<file path="config.mk">
export PLATFORM = sky130hd
export DESIGN_NAME = rtc_trim
export DESIGN_NICKNAME = d
export VERILOG_FILES = /design/src/rtl/rtc_trim.sv
export SDC_FILE = /design/constraint.sdc
export NUM_CORES = 1
export LEC_CHECK = 0
export BUFFER_PORTS_ARGS = -buffer_cell sky130_fd_sc_hd__buf_2
export CAP_MARGIN = 10
export CORE_ASPECT_RATIO = 0.8
export CORE_MARGIN = 10
export CORE_UTILIZATION = 41
export CTS_BUF_LIST = sky130_fd_sc_hd__clkbuf_4
export DETAILED_ROUTE_END_ITERATION = 7
export MAX_ROUTING_LAYER = met4
export SLEW_MARGIN = 20
export SYNTH_ARGS = -nofsm -noshare
export SYNTH_HDL_FRONTEND = slang
export SYNTH_SLANG_ARGS = --single-unit
</file>
<file path="constraint.sdc">
create_clock -name clk -period 10.2 [get_ports clk]
set_clock_uncertainty 0.2 [all_clocks]
set_input_delay 1.02 -clock clk [delete_from_list [all_inputs] [get_ports clk]]
set_output_delay 1.02 -clock clk [all_outputs]
set_load 0.03 [all_outputs]
</file>
<file path="src/rtl/rtc_trim.sv">
module rtc_trim #(
  parameter int DIV       = 32768,
  parameter int WIN_SEC   = 3840,
  parameter int STEP_UP   = 512,
  parameter int STEP_DN   = 256,
  parameter int MAG_W     = 5,
  parameter int TEST_HALF = (DIV >= 1024) ? DIV / 1024 : 1
) (
  input  logic             clk,
  input  logic             rst_n,
  input  logic             osc_tick,
  input  logic [MAG_W-1:0] cal_mag,
  input  logic             cal_fast,
  input  logic             test_en,
  output logic             sec_tick,
  output logic             test_sq
);
  localparam int CW   = $clog2(DIV) + 1;
  localparam int WW   = (WIN_SEC > 1) ? $clog2(WIN_SEC) : 1;
  localparam int STMX = (STEP_UP > STEP_DN) ? STEP_UP : STEP_DN;
  localparam int PW   = $clog2(((1 << MAG_W) - 1) * STMX + 1);
  localparam int TW   = $clog2(TEST_HALF) + 1;

  logic [CW-1:0] cnt;
  logic [WW-1:0] win;
  logic [PW-1:0] pend;
  logic          dir_fast, load_q, sec_q;
  logic [TW-1:0] th;
  logic          tgl, tsq_q;

  logic          run;
  logic [1:0]    inc;
  logic [CW-1:0] sum;
  logic          wrap;
  logic [PW-1:0] pend_init;

  assign run       = osc_tick & ~test_en;
  assign inc       = load_q ? 2'd1 : (pend != '0) ? (dir_fast ? 2'd2 : 2'd0) : 2'd1;
  assign sum       = cnt + CW'(inc);
  assign wrap      = sum >= CW'(DIV);
  assign pend_init = PW'(int'(cal_mag) * (cal_fast ? STEP_UP : STEP_DN));

  always_ff @(posedge clk) begin
    if (!rst_n) begin
      cnt      <= '0;
      win      <= '0;
      pend     <= '0;
      dir_fast <= 1'b0;
      load_q   <= 1'b1;
      sec_q    <= 1'b0;
    end else if (run) begin
      cnt   <= wrap ? sum - CW'(DIV) : sum;
      sec_q <= wrap;
      if (load_q) begin
        pend     <= pend_init;
        dir_fast <= cal_fast;
        load_q   <= 1'b0;
      end else if (pend != '0) begin
        pend <= pend - 1'b1;
      end
      if (wrap) begin
        if (win == WW'(WIN_SEC - 1)) begin
          win    <= '0;
          load_q <= 1'b1;
        end else begin
          win <= win + 1'b1;
        end
      end
    end else begin
      sec_q <= 1'b0;
    end
  end

  always_ff @(posedge clk) begin
    if (!rst_n || !test_en) begin
      th  <= '0;
      tgl <= 1'b0;
    end else if (osc_tick) begin
      if (th == TW'(TEST_HALF - 1)) begin
        th  <= '0;
        tgl <= ~tgl;
      end else begin
        th <= th + 1'b1;
      end
    end
  end

  always_ff @(posedge clk) begin
    if (!rst_n) tsq_q <= 1'b0;
    else        tsq_q <= test_en & tgl;
  end

  assign sec_tick = sec_q;
  assign test_sq  = tsq_q;
endmodule


</file>
# After elaboration in Yosys (flattened, before gate mapping)
# Cells that the tools add are included.
# classes
n_addsub	5
mul	1
n_div	0
n_lt_le_gt_ge	1
n_eq_ne	2
shift	0
muxes	11
n_bitwise	4
reduce_logical	10
# op_table
cell	count
14-bit two-way mux	2
16-bit by 2-bit adder with 16-bit output	1
16-bit greater-or-equal comparator (second input constant)	1
16-bit two-way mux	1
16-bit subtractor (second input constant)	1
5-bit by 10-bit multiplier with 14-bit output	1
14-bit nonzero test	1
14-bit by 1-bit subtractor with 14-bit output (second input constant)	1
12-bit by 1-bit adder with 12-bit output (second input constant)	1
12-bit == test (second input constant)	1
12-bit two-way mux	1
10-bit two-way mux	1
2-bit AND reduction	5
6-bit by 1-bit adder with 6-bit output (second input constant)	1
6-bit by 5-bit == test with 1-bit output (second input constant)	1
2-bit two-way mux	3
6-bit two-way mux	1
1-bit bitwise AND	2
1-bit logical NOT	2
1-bit two-way mux	2
1-bit NOT	2
2-bit nonzero test	1
1-bit logical OR	1
# word_totals
register_bits	53
latchBits	0
ram_bits	0
rom_bits	0
inputBits	10
out_inout_bits	2
elab_cells	43
n_memories	0

# Depth between registers and ports, before layout
# logic_depth
word_depth	6
ltp_mapped	14
depth_no_buf	13

# Worst setup path after synthesis
# OpenSTA, ideal clock, no wires.
# synth_timing
kind	register to register
startpoint	register pend[2]
endpoint	register win[10]
setup_ns	0.122
t_arrival_ns	3.087
required_ns	9.878
slack_ns	6.791
stages_incl_launch_ff	14
n_path_buf	2
synth_period_minus_slack_ns	3.409
cell_sequence	dfxtp_1 nor4_2 nand3_1 nor2_1 nor2_1 and2_1 ha_1 a21o_1 or4b_4 buf_6 or3_1 buf_6 a211oi_2 o21ai_1
# synth_via
elab_chain_len	6
# synth_rtl
element	line	text
start: declaration	26	logic [PW-1:0] pend;
start signal: assignment	55	pend <= pend_init;
start signal: assignment	59	pend <= pend - 1'b1;
14-bit nonzero test	38	assign inc = load_q ? 2'd1 : (pend != '0) ? (dir_fast ? 2'd2 : 2'd0) : 2'd1;
2-bit two-way mux (2 in a row)	38	
16-bit by 2-bit adder with 16-bit output	39	assign sum = cnt + CW'(inc);
16-bit greater-or-equal comparator	40	assign wrap = sum >= CW'(DIV);
2-bit AND reduction (no source line)	--	
end signal: assignment	66	win <= win + 1'b1;
end: declaration	25	logic [WW-1:0] win;
# Every way passes these cells.
# A chain may end at the register's enable or synchronous reset.

# Final worst setup path
# Ends and elaborated chain as after synthesis.

==> impl_metrics.py <==
metrics = {
    "sta": {
        "rsz0062_at_grt": "no",
        "worst_pin_slew_ns": 0.917,
        "hold_violations": 0,
        "finalCritPeriodShare_pct": 37.0,
        "tns_ns": 0,
        "max_clock_freq_mhz": 265,
        "fin_ws_ns": 6.43,
        "fin_crit_ns": 3.77,
        "setup_violations": 0,
        "relSlewSlack_pct": 38.4,
        "slew_viol_final": 0,
    },
    "setup_path": {
        "cpPeakStageDelay_ns": 0.53,
        "critPathArrivalTime_ns": 3.84,
        "crit_family": "simple AND/OR/NAND/NOR gates",
        "worst-path-buf-inv": 0,
        "cpMostUsedCell": "nor2_1",
        "cp_slowest_cell": "or4b_4",
        "path_cells": "nor4_2, nand3_1, nor2_1, nor2_1, and2_1, ha_1, a21o_1, or4b_4, or3_1, a211oi_2, o21ai_1",
        "required_ns": 10.27,
        "crit_type": "flop to flop",
        "cp-end-kind": "flop",
        "worstSetupStartpointType": "flop",
        "cp_max_fo": 8,
    },
    "logic_synthesis": {
        "synth_area_per_cell_sq_um": 8.16,
        "synth_ff_type": "dfxtp_1",
        "synthArstFlopShare_pct": 0,
        "synth-edff-count": 0,
        "ys_seq_area_share_pct": 36.2,
        "ys_ff_latch": 53,
        "synth_cell_types": 58,
        "syn_inst": 359,
        "synth_area_sq_um": 2930,
        "yosys_warnings": 0,
    },
    "finish": {
        "final_cell_mix": "dfxtp_1, nor2_1, nand2_1",
        "stdcell_count": 454,
        "final_common_cell": "dfxtp_1",
        "syn2layout_area_growth_pct": 5.89,
        "drive_above_1_share_pct": 10.6,
        "nNetsFinal": 387,
        "antenna_cells": 0,
    },
    "clock_tree": {
        "cts.sinks": 53,
        "clk_pin_slew_ns": 0.15,
        "cts_root_buf": "clkbuf_4",
        "hold_buffers": 0,
        "cts_resized": 0,
        "cts_buffers": 5,
        "cts_max_level": 2,
        "post_cts_buffers": 0,
        "cts_tree": "done",
        "insertion_delay_ns": 0.36,
        "clk_path_buf_depth": 2,
    },
    "routing": {
        "num_vias": 2516,
        "vias_per_cell": 5.54,
        "wl_per_cell_microns": 13.6,
        "drtIter0Drc": 150,
        "routed_wl_microns": 6190,
        "antenna_left": 0,
        "dr.pass1.iters": 4,
        "post-route-drc-count": 0,
    },
    "grt": {
        "grt_max_degree": 31,
        "grt_pass1_vias": 2360,
        "grt.overflow.total": 0,
        "grt_usage_pct": 12.1,
        "grt_first_pass_wirelength_microns": 10900,
        "antenna_found_initial": 0,
    },
    "floorplan": {
        "ioPinCount": 12,
        "initial_core_util_pct": 42.3,
        "die_w_microns": 115,
        "row_count": 27,
        "die-area_sq_um": 10900,
        "dieHeight_microns": 95.6,
        "coreArea_sq_um": 6930,
    },
    "placed_design": {
        "place_ws_ns": 6.43,
        "dp_hpwl_microns": 4370,
        "dp.cells": 446,
        "io_buffers": 11,
        "gp_congestion": 0.816,
    },
    "pwr": {
        "power.density_nw_per_um2": 125,
        "p_leak_nw": 1.05,
        "peakVddDrop_v": 0.0000483,
    },
    "run": {
        "maxCapViolCount": 0,
    },
    "hold_path": {
        "hold_class": "flop to flop",
    },
    "status": {
        "status": "completed",
    },
}
==> cell usage after synthesis, types with 5 or more instances <==
master	instances	area, sq um
nand3_1	14	70.1
and3_1	5	31.3
a211oi_1	5	37.5
nor2_1	40	150
nor4_1	7	43.8
or4_1	6	45.0
o22ai_1	7	43.8
nand2b_1	5	31.3
a21oi_1	22	110
nand4_1	8	50.1
nor3_1	10	50.1
dfxtp_1	53	1060
nand2_1	35	131
o21ai_0	15	75.1
xnor2_1	17	149
ha_1	10	125
xor2_1	8	70.1
clkbuf_1	12	45.0
or3_1	7	43.8
inv_1	14	52.6
==> area by class of cell <==
cell class              count  area, sq um
multi-input cells         278         1750
clock inverters             2         10.0
inverters                  14         52.6
repair buffers             14         77.6
well taps                  87          109
fillers                   710         3820
flip-flops and latches     53         1060
clock buffers               6         45.0
==> sequential cells by signal (all words and copies together) (netlist names) <==
name / count
cnt: 16
dir_fast: 1
load_q: 1
pend: 14
sec_tick: 1
test_sq: 1
tgl: 1
th: 6
win: 12
==> final timing paths <==
kind / start / to / slack [ns] / cells past startpoint
worst min register to register: cnt[0] / cnt[0] / 0.27 / 2
worst min-delay path: cnt[0] / cnt[0] / 0.27 / 2
worst max register to register: pend[2] / win[10] / 6.43 / 11
worst max-delay path: pend[2] / win[10] / 6.43 / 11
==> cell families after synthesis <==
| kind of cell | share of synthesized area, % |
|---|---|
| DFF | 36.2 |
| AOI/OAI and AO/OA | 16.6 |
| xor gates and xnor gates | 7.48 |
| and+or+nand+nor | 27.6 |
| buffers and inverters | 4.40 |
| other | 0.128 |
| muxes | 2.56 |
| adders and majority gates | 4.96 |
==> per-layer routing <==
layer / GRT usage (%) / part of all wire (%) / wire (microns)
met5: - / 0 / 0
met3: 3.01 / 4.5 / 276
met2: 17.7 / 42 / 2610
met4: 3.02 / 0.50 / 31
met1: 16.2 / 53 / 3260
==> report_power, final <==
group,switching [W],internal (W)
clock network,0.0000659,0.0000292
logic,0.0000428,0.0000280
registers,0.00000763,0.000214
==> worst register-to-register path: cells and delay by family, from the launching register on <==
| kind | cells | cell delay [ns] |
|---|---|---|
| AO/OA/AOI/OAI | 3 | 0.48 |
| flip-flops | 1 | 0.39 |
| AND/OR/NAND/NOR | 7 | 2.35 |
| adder cells (fa/ha/maj) | 1 | 0.26 |
==> metrics by stage <==
step           instance area, sq um  util, %  power, W  hold WS (ns)
3_3_place_gp                   3050     44.0  0.000296         0.249
6_report                       3100     44.8  0.000387         0.269
5_1_grt                        3100     44.8  0.000412         0.309
2_1_floorplan                  2940        -  0.000281         0.241
3_5_place_dp                   3050     44.0  0.000297         0.255
4_1_cts                        3100     44.8  0.000393         0.275
(Power assumes the default switching activity.)
